**config.mk**
```make
export PLATFORM = sky130hd
export DESIGN_NAME = deca_core
export DESIGN_NICKNAME = d
export VERILOG_FILES = /design/src/rtl/deca_pkg.sv /design/src/rtl/deca_decode.sv /design/src/rtl/deca_alu.sv /design/src/rtl/deca_core.sv
export SDC_FILE = /design/constraint.sdc
export NUM_CORES = 1
export LEC_CHECK = 0
export ABC_AREA = 1
export BUFFER_PORTS_ARGS = -buffer_cell sky130_fd_sc_hd__clkbuf_2
export CAP_MARGIN = 10
export CORE_UTILIZATION = 60
export CTS_CLUSTER_SIZE = 40
export DETAILED_ROUTE_END_ITERATION = 7
export PLACE_DENSITY = 0.82
export SLEW_MARGIN = 20
export SYNTH_ARGS = -nofsm -noshare
export SYNTH_HDL_FRONTEND = slang
export SYNTH_HIERARCHICAL = 1
export SYNTH_SLANG_ARGS = --single-unit
```
**constraint.sdc**
```tcl
create_clock -name clk -period 4.3 [get_ports clk]
set_input_delay 0.86 -clock clk [delete_from_list [all_inputs] [get_ports clk]]
set_output_delay 0.86 -clock clk [all_outputs]
set_load 0.02 [all_outputs]
```
**src/rtl/deca_pkg.sv**
```systemverilog
// Package: shared types for the decimal mailbox processor.
// Assumes: nothing; holds only the control states and the decoded operations.
package deca_pkg;

    // Control states of the fetch / decode / execute sequence.
    typedef enum logic [3:0] {
        ST_FETCH,   // MAR takes PC
        ST_FWAIT,   // memory read of instruction requested
        ST_FLOAD,   // MDR takes returned word
        ST_DECODE,  // CIR takes MDR, PC steps
        ST_EXEC,    // act on decoded word
        ST_DADDR,   // memory read of operand requested
        ST_DWAIT,   // MDR takes operand
        ST_DEXEC,   // write back operand result
        ST_HALT     // stopped
    } state_t;

    // Decoded operations.
    typedef enum logic [3:0] {
        OP_HLT,
        OP_ADD,
        OP_SUB,
        OP_STA,
        OP_LDA,
        OP_BRA,
        OP_BRZ,
        OP_BRP,
        OP_INP,
        OP_OUT,
        OP_BAD
    } op_t;

endpackage

```
**src/rtl/deca_decode.sv**
```systemverilog
// Module: deca_decode
// Splits a decimal instruction word into an operation (hundreds digit)
// and a mailbox address (lower two digits).
// Assumes: word_i lies in 0 .. 10*SLOTS-1; SLOTS fits in ADDR_W bits.
module deca_decode import deca_pkg::*; #(
    parameter int WORD_W = 10,
    parameter int ADDR_W = 7,
    parameter int SLOTS  = 100
) (
    input  logic [WORD_W-1:0] word_i,
    output op_t               op_o,
    output logic [ADDR_W-1:0] addr_o
);

    localparam logic [WORD_W-1:0] SL    = WORD_W'(SLOTS);
    localparam logic [WORD_W-1:0] W_INP = WORD_W'(9 * SLOTS + 1);
    localparam logic [WORD_W-1:0] W_OUT = WORD_W'(9 * SLOTS + 2);

    logic [WORD_W-1:0] digit;

    // Divide into digit and address, then map the digit to an operation.
    always_comb begin
        digit  = word_i / SL;
        addr_o = ADDR_W'(word_i - digit * SL);
        case (digit)
            WORD_W'(0): op_o = (word_i == '0) ? OP_HLT : OP_BAD;
            WORD_W'(1): op_o = OP_ADD;
            WORD_W'(2): op_o = OP_SUB;
            WORD_W'(3): op_o = OP_STA;
            WORD_W'(5): op_o = OP_LDA;
            WORD_W'(6): op_o = OP_BRA;
            WORD_W'(7): op_o = OP_BRZ;
            WORD_W'(8): op_o = OP_BRP;
            WORD_W'(9): op_o = (word_i == W_INP) ? OP_INP :
                               (word_i == W_OUT) ? OP_OUT : OP_BAD;
            default:    op_o = OP_BAD;
        endcase
    end

endmodule

```
**src/rtl/deca_alu.sv**
```systemverilog
// Module: deca_alu
// Decimal-range add and subtract modulo MODULUS with overflow and negative flags.
// Assumes: both operands are below MODULUS; MODULUS fits in WORD_W bits.
module deca_alu #(
    parameter int WORD_W  = 10,
    parameter int MODULUS = 1000
) (
    input  logic [WORD_W-1:0] acc_i,
    input  logic [WORD_W-1:0] opd_i,
    input  logic              sub_i,
    output logic [WORD_W-1:0] res_o,
    output logic              ovf_o,
    output logic              neg_o
);

    localparam int            EW   = WORD_W + 1;
    localparam logic [EW-1:0] MODV = EW'(MODULUS);

    logic [EW-1:0] a_ext;
    logic [EW-1:0] b_ext;
    logic [EW-1:0] sum;

    // Compute the wrapped result and the flag for the chosen operation.
    always_comb begin
        a_ext = {1'b0, acc_i};
        b_ext = {1'b0, opd_i};
        ovf_o = 1'b0;
        neg_o = 1'b0;
        if (!sub_i) begin
            sum = a_ext + b_ext;
            if (sum >= MODV) begin
                sum   = sum - MODV;
                ovf_o = 1'b1;
            end
        end else if (a_ext >= b_ext) begin
            sum = a_ext - b_ext;
        end else begin
            sum   = a_ext + MODV - b_ext;
            neg_o = 1'b1;
        end
        res_o = WORD_W'(sum);
    end

    // Guard: an in-range pair never yields an out-of-range result.
    always_comb begin
        if ({1'b0, acc_i} < MODV && {1'b0, opd_i} < MODV) begin

            res_range_chk: assert ({1'b0, res_o} < MODV);
        end
    end

endmodule

```
**src/rtl/deca_core.sv**
```systemverilog
// Module: deca_core (top)
// Stored-program accumulator processor over a shared mailbox memory.
// Assumes: external memory returns read data one cycle after mem_rd;
// memory and input values are below MODULUS.
module deca_core import deca_pkg::*; #(
    parameter int WORD_W  = 10,
    parameter int ADDR_W  = 7,
    parameter int SLOTS   = 100,
    parameter int MODULUS = 1000
) (
    input  logic              clk,
    input  logic              rst_n,
    output logic [ADDR_W-1:0] mem_addr,
    output logic              mem_rd,
    output logic              mem_we,
    output logic [WORD_W-1:0] mem_wdata,
    input  logic [WORD_W-1:0] mem_rdata,
    input  logic [WORD_W-1:0] in_data,
    input  logic              in_valid,
    output logic              in_ready,
    output logic [WORD_W-1:0] out_data,
    output logic              out_valid,
    output logic [WORD_W-1:0] acc_o,
    output logic [ADDR_W-1:0] pc_o,
    output logic              ovf_o,
    output logic              neg_o,
    output logic              halted,
    output logic              err
);

    localparam logic [ADDR_W-1:0] LAST_SLOT = ADDR_W'(SLOTS - 1);

    state_t            state;
    logic [ADDR_W-1:0] pc;
    logic [ADDR_W-1:0] mar;
    logic [WORD_W-1:0] mdr;
    logic [WORD_W-1:0] cir;
    logic [WORD_W-1:0] acc;
    logic              ovf;
    logic              neg;
    logic              err_q;
    logic              out_v_q;
    logic [WORD_W-1:0] out_d_q;

    op_t               op;
    logic [ADDR_W-1:0] op_addr;
    logic [WORD_W-1:0] alu_res;
    logic              alu_ovf;
    logic              alu_neg;
    logic [ADDR_W-1:0] pc_step;

    deca_decode #(
        .WORD_W (WORD_W),
        .ADDR_W (ADDR_W),
        .SLOTS  (SLOTS)
    ) u_decode (
        .word_i (cir),
        .op_o   (op),
        .addr_o (op_addr)
    );

    deca_alu #(
        .WORD_W  (WORD_W),
        .MODULUS (MODULUS)
    ) u_alu (
        .acc_i (acc),
        .opd_i (mdr),
        .sub_i (op == OP_SUB),
        .res_o (alu_res),
        .ovf_o (alu_ovf),
        .neg_o (alu_neg)
    );

    // Next sequential program counter, wrapping after the last mailbox.
    assign pc_step = (pc == LAST_SLOT) ? '0 : pc + ADDR_W'(1);

    // Memory and handshake strobes follow the control state.
    always_comb begin
        mem_rd    = (state == ST_FWAIT) || (state == ST_DADDR);
        mem_we    = (state == ST_EXEC) && (op == OP_STA);
        mem_addr  = (state == ST_EXEC) ? op_addr : mar;
        mem_wdata = acc;
        in_ready  = (state == ST_EXEC) && (op == OP_INP);
    end

    // Control sequence and architectural register updates.
    always_ff @(posedge clk) begin
        if (!rst_n) begin
            state   <= ST_FETCH;
            pc      <= '0;
            mar     <= '0;
            mdr     <= '0;
            cir     <= '0;
            acc     <= '0;
            ovf     <= 1'b0;
            neg     <= 1'b0;
            err_q   <= 1'b0;
            out_v_q <= 1'b0;
            out_d_q <= '0;
        end else begin
            out_v_q <= 1'b0;
            case (state)
                ST_FETCH: begin
                    mar   <= pc;
                    state <= ST_FWAIT;
                end
                ST_FWAIT: state <= ST_FLOAD;
                ST_FLOAD: begin
                    mdr   <= mem_rdata;
                    state <= ST_DECODE;
                end
                ST_DECODE: begin
                    cir   <= mdr;
                    pc    <= pc_step;
                    state <= ST_EXEC;
                end
                ST_EXEC: begin
                    state <= ST_FETCH;
                    case (op)
                        OP_ADD, OP_SUB, OP_LDA: begin
                            mar   <= op_addr;
                            state <= ST_DADDR;
                        end
                        OP_STA: ;
                        OP_INP: begin
                            if (in_valid) acc   <= in_data;
                            else          state <= ST_EXEC;
                        end
                        OP_OUT: begin
                            out_v_q <= 1'b1;
                            out_d_q <= acc;
                        end
                        OP_BRA: pc <= op_addr;
                        OP_BRZ: if (acc == '0) pc <= op_addr;
                        OP_BRP: if (!neg)      pc <= op_addr;
                        OP_HLT: state <= ST_HALT;
                        default: begin
                            err_q <= 1'b1;
                            state <= ST_HALT;
                        end
                    endcase
                end
                ST_DADDR: state <= ST_DWAIT;
                ST_DWAIT: begin
                    mdr   <= mem_rdata;
                    state <= ST_DEXEC;
                end
                ST_DEXEC: begin
                    if (op == OP_LDA) begin
                        acc <= mdr;
                    end else begin
                        acc <= alu_res;
                        ovf <= alu_ovf;
                        neg <= alu_neg;
                    end
                    state <= ST_FETCH;
                end
                default: state <= ST_HALT;
            endcase
        end
    end

    assign acc_o     = acc;
    assign pc_o      = pc;
    assign ovf_o     = ovf;
    assign neg_o     = neg;
    assign err       = err_q;
    assign out_valid = out_v_q;
    assign out_data  = out_d_q;
    assign halted    = (state == ST_HALT);


    fetch_addr_chk: assert property (@(posedge clk) disable iff (!rst_n)
        (state == ST_FWAIT) |-> (mem_addr == pc));


    inp_wait_chk: assert property (@(posedge clk) disable iff (!rst_n)
        (in_ready && !in_valid) |=> (in_ready && $stable(acc) && $stable(pc)));


    out_pulse_chk: assert property (@(posedge clk) disable iff (!rst_n)
        out_valid |=> !out_valid);


    halt_hold_chk: assert property (@(posedge clk) disable iff (!rst_n)
        halted |=> (halted && $stable(pc) && $stable(acc) && !mem_rd && !mem_we));


    err_halt_chk: assert property (@(posedge clk) disable iff (!rst_n)
        $rose(err) |-> halted);

endmodule

```
==> load_flow_metrics.sql, run 1 <==
INSERT INTO impl_metrics (metric_group, metric, value, unit) VALUES
('global_route', 'grt_use_total', '33.9', '%'),
('sta', 'totalNegativeSetupSlack', '-0.223', 'ns'),
('routing', 'route.detailed.drc', '0', ''),
('worst_setup_path', 'worst_setup_path_start_kind', 'register', ''),
('power_and_ir_drop', 'vdd_ir_drop_max', '0.347', 'mV'),
('yosys', 'synthFlopType', 'sky130_fd_sc_hd__dfxtp_1', ''),
('job', 'max_cap_check_violation_count', '0', ''),
('yosys', 'syn-cell-area', '5990', 'um^2'),
('run_status', 'run_status', 'finished with violations', ''),
('global_route', 'groute.layer.met3.usage', '6.22', '%'),
('floorplan', 'chipHeight', '102', 'um'),
('power_and_ir_drop', 'pwr_density_cell', '670', 'nW/um^2'),
('yosys', 'fraction_of_synthesis_flops_using_an_asynchronous_set_or_reset_pin', '0', '%'),
('routing', 'routed_via_density', '5.71', ''),
('routing', 'drt_pre_antenna_iters', '6', ''),
('yosys', 'yosys_reg_bits', '62', ''),
('finish', 'post_route_cells_drive_above_1_share', '22.8', '%'),
('yosys', 'synth-simple-area-share', '35.8', '%'),
('run_status', 'violations', 'setup timing', ''),
('sta', 'worst_slack', '-0.135', 'ns'),
('finish', 'commonest_non_fill_non_tap_cell_in_the_layout', 'sky130_fd_sc_hd__nand2_1', ''),
('finish', 'fin_nets', '1102', ''),
('global_route', 'use_met2', '55.9', '%'),
('yosys', 'synth_sequential_area_ratio', '20.7', '%'),
('cts', 'cts_tree', 'done', ''),
('hold_path', 'hold-path-cell-count', '2', ''),
('cts', 'clockBufferDepth', '2', ''),
('floorplan', 'placeableCoreArea', '9730', 'um^2'),
('yosys', 'synth_mux_area_share', '0', '%'),
('cts', 'cts_root_buf', 'sky130_fd_sc_hd__clkbuf_8', ''),
('finish', 'post-route-cell-area', '6990', 'um^2'),
('sta', 'count_of_endpoints_failing_hold_in_the_final_timing_report', '0', ''),
('worst_setup_path', 'cp_data_required_time', '3.44', 'ns'),
('placement', 'gp_congestion', '1.01', ''),
('yosys', 'cell_count_after_synthesis', '949', ''),
('global_route', 'grt_antenna_before_repair', '0', ''),
('yosys', 'synth_adder_area_share', '11.3', '%'),
('yosys', 'syn_avg_cell_area', '6.32', 'um^2'),
('global_route', 'grt_start_max_net_pins', '42', ''),
('global_route', 'gr-total-overflow', '0', ''),
('routing', 'wire_per_inst', '15.3', 'um'),
('floorplan', 'row_count', '36', ''),
('sta', 'skew', '0.0226', 'ns'),
('floorplan', 'ports', '75', ''),
('worst_setup_path', 'timing.setup.critical_path_class', 'register to output port', ''),
('placement', 'placedCellCount', '1128', ''),
('floorplan', 'fp.dieArea', '10400', 'um^2'),
('sta', 'slew_headroom', '48.4', '%'),
('yosys', 'synth_edf_count', '0', ''),
('routing', 'num_vias', '6668', ''),
('placement', 'post_dp_cell_area', '6360', 'um^2'),
('placement', 'io_buffers', '74', ''),
('worst_setup_path', 'worst_ep_arrival_time', '3.57', 'ns'),
('cts', 'cts.sinks', '62', ''),
('placement', 'detailed_place_hpwl', '12600', 'um'),
('sta', 'timing.final.setup_violations', '3', ''),
('cts', 'clock_tree.htree_level_count', '3', ''),
('sta', 'timing_worst_slew_pin_value', '0.774', 'ns'),
('routing', 'iteration_0_drc_markers', '573', ''),
('sta', 'grt_setup_unrepaired', 'yes', ''),
('routing', 'drt-total-wl', '17900', 'um'),
('power_and_ir_drop', 'power.leakage', '3.57', 'nW'),
('yosys', 'synth_top_family_by_area', 'simple AND/OR/NAND/NOR gates', ''),
('cts', 'path_clk_slew', '0.08', 'ns'),
('sta', 'period_needed', '4.43', 'ns'),
('worst_setup_path', 'worst-r2r-cell-count', '28', ''),
('cts', 'worst_skew_pair.late_latency', '0.36', 'ns'),
('cts', 'cts_made_buffers', '9', ''),
('yosys', 'share_of_the_synthesized_netlist_area_taken_by_xor_and_xnor_gates', '2.78', '%'),
('yosys', 'distinct_cells_synth', '47', ''),
('yosys', 'yosysWarningCount', '6', '');
cells by family after synthesis:
| logic type | count (synthesis) |
|---|---|
| xor+xnor | 19 |
| flops | 62 |
| compound gates | 185 |
| simple gates | 463 |
| buf+inv | 170 |
| fa+ha+maj | 50 |
critical path, cell delays in order, from the launching register on:
cell	delay, ns
sky130_fd_sc_hd__dfxtp_4	0.39
sky130_fd_sc_hd__buf_6	0.16
sky130_fd_sc_hd__nand4_4	0.13
sky130_fd_sc_hd__nand4_4	0.15
sky130_fd_sc_hd__nand4_1	0.18
sky130_fd_sc_hd__buf_4	0.20
sky130_fd_sc_hd__nand3_2	0.06
sky130_fd_sc_hd__nand2_1	0.05
sky130_fd_sc_hd__nand2_1	0.08
sky130_fd_sc_hd__nand2_2	0.04
sky130_fd_sc_hd__nand2_1	0.05
sky130_fd_sc_hd__inv_1	0.04
sky130_fd_sc_hd__nand3_2	0.07
sky130_fd_sc_hd__nand2_4	0.08
sky130_fd_sc_hd__ha_4	0.18
sky130_fd_sc_hd__inv_4	0.07
sky130_fd_sc_hd__nor2_4	0.04
sky130_fd_sc_hd__inv_2	0.05
sky130_fd_sc_hd__a311oi_2	0.04
sky130_fd_sc_hd__a21oi_1	0.21
sky130_fd_sc_hd__nand3_1	0.09
sky130_fd_sc_hd__nand3b_1	0.25
sky130_fd_sc_hd__inv_2	0.14
sky130_fd_sc_hd__nand3_4	0.09
sky130_fd_sc_hd__nor2_4	0.11
sky130_fd_sc_hd__nand2_2	0.07
sky130_fd_sc_hd__inv_2	0.09
sky130_fd_sc_hd__buf_8	0.11
state kept, by name, indices dropped and copies added, names as in the netlist:
name / cells
neg_o: 1
mdr: 10
state: 4
out_valid: 1
pc_o: 7
cir: 10
mar: 7
ovf_o: 1
acc_o: 10
err: 1
out_data: 10
routing by layer:
layer | routed length [um] | part of all wire [%] | vias up
li1 | - | - | 3229
met1 | 7590 | 42 | 3067
met2 | 8210 | 46 | 327
met3 | 1740 | 9.7 | 45
met4 | 334 | 1.9 | 0
met5 | 0 | 0 | -
worst paths after layout:
kind / startpoint / endpoint / slack [ns]
worst max-delay path: cir[9] / in_ready / -0.13
worst min-delay path: out_data[5] / out_data[5] / 0.48
worst max register to register: cir[5] / acc_o[2] / 0.14
worst min register to register: out_data[5] / out_data[5] / 0.48
cells in the mapped netlist (2+ instances only):
cell type / count / area (um^2)
sky130_fd_sc_hd__a21o_1: 3 / 22.5
sky130_fd_sc_hd__a21oi_1: 65 / 325
sky130_fd_sc_hd__a21oi_2: 3 / 26.3
sky130_fd_sc_hd__a41oi_1: 2 / 17.5
sky130_fd_sc_hd__buf_2: 7 / 35.0
sky130_fd_sc_hd__buf_4: 16 / 120
sky130_fd_sc_hd__buf_6: 6 / 67.6
sky130_fd_sc_hd__clkbuf_1: 12 / 45.0
sky130_fd_sc_hd__dfxtp_1: 62 / 1240
sky130_fd_sc_hd__fa_1: 7 / 140
sky130_fd_sc_hd__ha_1: 43 / 538
sky130_fd_sc_hd__inv_1: 112 / 420
sky130_fd_sc_hd__inv_2: 15 / 56.3
sky130_fd_sc_hd__inv_4: 2 / 12.5
sky130_fd_sc_hd__nand2_1: 214 / 803
sky130_fd_sc_hd__nand2_2: 20 / 125
sky130_fd_sc_hd__nand2_4: 7 / 78.8
sky130_fd_sc_hd__nand3_1: 77 / 385
sky130_fd_sc_hd__nand3_2: 4 / 40.0
sky130_fd_sc_hd__nand4_1: 14 / 87.6
sky130_fd_sc_hd__nand4_4: 2 / 42.5
sky130_fd_sc_hd__nor2_1: 95 / 357
sky130_fd_sc_hd__nor2_2: 4 / 25.0
sky130_fd_sc_hd__nor2_4: 5 / 56.3
sky130_fd_sc_hd__nor3_1: 8 / 40.0
sky130_fd_sc_hd__nor4_1: 4 / 25.0
sky130_fd_sc_hd__o211ai_1: 4 / 30.0
sky130_fd_sc_hd__o21ai_0: 79 / 395
sky130_fd_sc_hd__o21ai_1: 18 / 90.1
sky130_fd_sc_hd__o21bai_1: 3 / 22.5
sky130_fd_sc_hd__or2_2: 3 / 18.8
sky130_fd_sc_hd__xnor2_1: 3 / 26.3
sky130_fd_sc_hd__xor2_1: 16 / 140
through the flow:
step	util [%]	setup WS, ns	total power, mW	hold WS (ns)
5_1_grt	71.9	-0.393	5.07	0.504
3_5_place_dp	65.4	0.0503	3.64	0.466
6_report	71.9	-0.135	4.69	0.480
3_3_place_gp	65.4	0.154	3.60	0.461
2_1_floorplan	-	0.280	3.02	0.463
4_1_cts	69.8	-0.0299	4.38	0.478
area by class of cell:
class	instances	area (um^2)
multi-input cells	717	4180
clock inverters	7	97.6
inverters	129	497
fillers	862	2740
flip-flops and latches	62	1260
well taps	133	166
clock buffers	9	124
repair buffers	110	672
power breakdown:
group          leakage [nW]  internal [mW]  total [mW]  switching, mW
Sequential            0.506          0.678       0.842          0.164
Combinational          2.96           1.18        3.26           2.09
Clock                 0.106          0.328       0.580          0.252
timing repair:
item	4_1_cts	5_1_grt
hold buffers	0	0
endpoints found under the setup margin	3	18
resized for setup	33	37
pin swaps	12	25
setup buffers	12	11
(Power assumes the default switching activity.)
==> run 2, diff against run 1 <==
--- a/config.mk
+++ b/config.mk
@@ -5,13 +5,12 @@
 export SDC_FILE = /design/constraint.sdc
 export NUM_CORES = 1
 export LEC_CHECK = 0
-export ABC_AREA = 1
 export BUFFER_PORTS_ARGS = -buffer_cell sky130_fd_sc_hd__clkbuf_2
 export CAP_MARGIN = 10
-export CORE_UTILIZATION = 60
+export CORE_UTILIZATION = 40
+export CTS_CLUSTER_DIAMETER = 200
 export CTS_CLUSTER_SIZE = 40
 export DETAILED_ROUTE_END_ITERATION = 7
-export PLACE_DENSITY = 0.82
 export SLEW_MARGIN = 20
 export SYNTH_ARGS = -nofsm -noshare
 export SYNTH_HDL_FRONTEND = slang
==> run 2 against run 1 <==
  * Combinational power fell by 79%
  * Synthesized area fell by 1.3%
  * First-iteration DRC count fell by 32%
  * Clock skew fell by 0.012 ns
  * Die area rose by 47%
  * Hold slack got worse by 0.012 ns
  * Clock power rose by 34%
  * The flow still finishes with violations (setup timing)
  * Critical path depth fell by 3
  * Power fell by 55%
  * Sequential power fell by 24%
  * Maximum frequency fell by 3.4%
  * Largest cell class unchanged
==> load_flow_metrics.sql, run 2 <==
INSERT INTO impl_metrics (metric_group, metric, value, unit) VALUES
('run_status', 'run_status', 'finished with violations', ''),
('run_status', 'violations', 'setup timing', ''),
('routing', 'route.detailed.drc', '0', ''),
('yosys', 'yosys.area.top_type_share', '21.0', '%'),
('sta', 'totalNegativeSetupSlack', '-2.11', 'ns'),
('sta', 'timing_worst_slew_pin_value', '1.05', 'ns'),
('worst_setup_path', 'worstSetupStartpoint', 'cir[8]', ''),
('finish', 'n_antenna_cell', '0', ''),
('sta', 'drv_slew', '0', ''),
('cts', 'path_clk_slew', '0.06', 'ns'),
('power_and_ir_drop', 'power.leakage', '3.33', 'nW'),
('placement', 'gp_congestion', '0.933', ''),
('finish', 'stdcell_count', '1057', ''),
('global_route', 'gr-total-overflow', '0', ''),
('routing', 'num_vias', '5956', ''),
('placement', 'detailed_place_hpwl', '13400', 'um'),
('worst_setup_path', 'crit_end_category', 'register', ''),
('routing', 'iteration_0_drc_markers', '388', ''),
('cts', 'cts_tree', 'done', ''),
('floorplan', 'row_count', '44', ''),
('sta', 'grt_setup_unrepaired', 'yes', ''),
('global_route', 'grt_pass1_vias', '5524', ''),
('sta', 'worst_slack', '-0.292', 'ns'),
('yosys', 'cell_count_after_synthesis', '748', ''),
('yosys', 'netlist.top_cell.by_area', 'sky130_fd_sc_hd__dfxtp_1', ''),
('yosys', 'synth_edf_count', '0', ''),
('worst_setup_path', 'crit-reg2reg-capture', 'acc_o[2]', ''),
('worst_setup_path', 'worst_setup_path_start_kind', 'register', ''),
('sta', 'skew', '0.0102', 'ns'),
('finish', 'layout.cells.most_common_list', 'sky130_fd_sc_hd__buf_4, sky130_fd_sc_hd__nand2_1, sky130_fd_sc_hd__clkbuf_2', ''),
('yosys', 'post_synth_main_area_contributors', 'sky130_fd_sc_hd__dfxtp_1, sky130_fd_sc_hd__ha_1, sky130_fd_sc_hd__mux2i_1, sky130_fd_sc_hd__nand2_1, sky130_fd_sc_hd__nor2_1', ''),
('yosys', 'synth.top_cells.by_count', 'sky130_fd_sc_hd__nand2_1, sky130_fd_sc_hd__nor2_1, sky130_fd_sc_hd__dfxtp_1', ''),
('yosys', 'fraction_of_synthesis_flops_using_an_asynchronous_set_or_reset_pin', '0', '%'),
('routing', 'wire_per_inst', '17.1', 'um'),
('sta', 'timing.final.setup_violations', '16', ''),
('global_route', 'grt_first_pass_wirelength', '27700', 'um'),
('placement', 'post_dp_cell_area', '6750', 'um^2'),
('worst_setup_path', 'reg2reg_from', 'cir[8]', ''),
('finish', 'commonest_non_fill_non_tap_cell_in_the_layout', 'sky130_fd_sc_hd__buf_4', ''),
('cts', 'clock_tree.htree_level_count', '3', ''),
('placement', 'placedCellCount', '1014', ''),
('finish', 'fin_nets', '941', ''),
('yosys', 'syn-num-nets', '821', ''),
('placement', 'post-place-ws', '-0.158', 'ns'),
('yosys', 'syn-cell-area', '5920', 'um^2'),
('finish', 'areaGrowthSynthToFinish', '29.4', '%'),
('routing', 'drt-total-wl', '18000', 'um'),
('worst_setup_path', 'worst_setup_path_endpoint', 'acc_o[2]', ''),
('yosys', 'yosys_reg_bits', '62', ''),
('worst_setup_path', 'worst_ep_arrival_time', '4.78', 'ns'),
('sta', 'fin_crit_sh', '107', '%'),
('cts', 'cts.sinks', '62', ''),
('power_and_ir_drop', 'vdd_ir_drop_max', '0.250', 'mV'),
('sta', 'holdWs', '0.469', 'ns'),
('placement', 'io_buffers', '74', ''),
('yosys', 'synthFlopType', 'sky130_fd_sc_hd__dfxtp_1', ''),
('yosys', 'synthMostInstantiatedCell', 'sky130_fd_sc_hd__nand2_1', ''),
('hold_path', 'hold_class', 'register to register', ''),
('power_and_ir_drop', 'pwr_density_cell', '273', 'nW/um^2'),
('cts', 'cts_made_buffers', '9', ''),
('sta', 'period_needed', '4.59', 'ns'),
('yosys', 'syn_avg_cell_area', '7.91', 'um^2'),
('routing', 'drt_pre_antenna_iters', '5', ''),
('cts', 'cts_root_buf', 'sky130_fd_sc_hd__clkbuf_16', ''),
('worst_setup_path', 'path_max_fanout', '8', ''),
('global_route', 'grt_use_total', '23.4', '%'),
('worst_setup_path', 'worst-r2r-cell-count', '24', ''),
('cts', 'clockBufferDepth', '2', ''),
('floorplan', 'placeableCoreArea', '14500', 'um^2'),
('global_route', 'grt_antenna_before_repair', '0', ''),
('routing', 'routed_via_density', '5.63', ''),
('routing', 'route.antenna.remaining_nets', '0', ''),
('sta', 'count_of_endpoints_failing_hold_in_the_final_timing_report', '0', ''),
('job', 'max_cap_check_violation_count', '0', ''),
('worst_setup_path', 'cp_data_required_time', '4.49', 'ns'),
('cts', 'holdBufCountCts', '0', ''),
('floorplan', 'initial_core_util', '40.9', '%'),
('floorplan', 'chipHeight', '124', 'um'),
('finish', 'post_route_cells_drive_above_1_share', '31.2', '%'),
('worst_setup_path', 'timing.setup.critical_path_class', 'register to register', ''),
('finish', 'post-route-cell-area', '7650', 'um^2'),
('yosys', 'yosysWarningCount', '6', ''),
('floorplan', 'fp.dieArea', '15300', 'um^2'),
('sta', 'max_freq', '218', 'MHz'),
('yosys', 'synth_sequential_area_ratio', '21.0', '%'),
('floorplan', 'chipWidth', '124', 'um'),
('global_route', 'grt_start_max_net_pins', '55', ''),
('yosys', 'distinct_cells_synth', '91', ''),
('worst_setup_path', 'setup.reg_to_reg.worst_slack', '-0.29', 'ns'),
('sta', 'slew_headroom', '29.5', '%'),
('cts', 'worst_skew_pair.late_latency', '0.34', 'ns'),
('floorplan', 'ports', '75', '');
## run 2: changes by cell type in the layout (fill, tap and decap cells not counted), sizes merged, moves of 45 or more
cell	delta
o21ai	-59
nand3	-70
buf	+57
mux2i	+45
inv	-77
nand2	-163
## run 2: routing by layer
metal / vias to the layer above / wire length, um / global-route usage (%)
met1: 2827 / 7790 / 28.6
met2: 179 / 8840 / 39.5
met5: - / 0 / 0
li1: 2905 / - / -
met3: 45 / 675 / 3.80
met4: 0 / 735 / 11.7
## run 2: through the flow
stage	utilization (%)	power, mW
2_1_floorplan	-	1.07
3_3_place_gp	46.6	1.23
3_5_place_dp	46.6	1.24
4_1_cts	49.8	2.04
5_1_grt	52.9	2.18
6_report	52.9	2.09
## run 2: worst max-delay path: stages (launching register included)
cell                       delay, ns
sky130_fd_sc_hd__dfxtp_4        0.36
sky130_fd_sc_hd__and2_4         0.16
sky130_fd_sc_hd__buf_4          0.14
sky130_fd_sc_hd__a311oi_4       0.30
sky130_fd_sc_hd__a31o_4         0.16
sky130_fd_sc_hd__nor2_2         0.05
sky130_fd_sc_hd__o21ba_4        0.23
sky130_fd_sc_hd__o31a_1         0.32
sky130_fd_sc_hd__ha_2           0.19
sky130_fd_sc_hd__or3_4          0.39
sky130_fd_sc_hd__a221oi_2       0.22
sky130_fd_sc_hd__a41o_1         0.15
sky130_fd_sc_hd__o21bai_4       0.14
sky130_fd_sc_hd__buf_6          0.15
sky130_fd_sc_hd__inv_4          0.04
sky130_fd_sc_hd__nor4_4         0.24
sky130_fd_sc_hd__buf_4          0.17
sky130_fd_sc_hd__nor2_1         0.04
sky130_fd_sc_hd__a31oi_1        0.14
sky130_fd_sc_hd__nor2_1         0.06
sky130_fd_sc_hd__a221o_1        0.27
sky130_fd_sc_hd__mux2i_1        0.16
sky130_fd_sc_hd__o21ai_1        0.09
sky130_fd_sc_hd__mux2i_1        0.20
sky130_fd_sc_hd__nor2_1         0.06
## run 2: how the worst min path moves through the flow
stage	startpoint	depth (start not counted)	endpoint
global route	err	2	err
finish	err	2	err
CTS	err	2	err
detailed placement	err	2	err
global placement	err	2	err
floorplan	cir[7]	2	cir[7]
## run 2: logic make-up (layout without fill, tap and decap cells)
kind of cell,Yosys count,count (layout),share of synthesized area [%]
xor gates and xnor gates,30,30,4.44
DFF,62,62,21.0
buffers and inverters,113,238,9.26
AOI/OAI and AO/OA,188,188,24.0
and+or+nand+nor,259,259,22.0
adders and majority gates,50,50,11.5
muxes,46,46,7.87
## run 2: report_power, final
group / internal [mW] / total (mW) / switching (mW)
Sequential: 0.600 / 0.642 / 0.0424
Combinational: 0.296 / 0.672 / 0.376
Clock: 0.521 / 0.777 / 0.256
Total: 1.42 / 2.09 / 0.675
## run 2: layout make-up
| cell class | count | area, um^2 |
|---|---|---|
| clock buffer | 12 | 246 |
| clock inverter | 4 | 70.1 |
| fill | 1344 | 6830 |
| inverter | 54 | 209 |
| multi-input combinational | 573 | 4460 |
| sequential | 62 | 1260 |
| tap | 184 | 230 |
| timing repair buffer | 168 | 1180 |
## run 2: what timing repair did
action / 4_1_cts / 5_1_grt
cloned: 1 / 0
endpoints found under the setup margin: 19 / 31
pin swaps: 12 / 21
resized for setup: 24 / 69
buffers inserted: 6 / 20
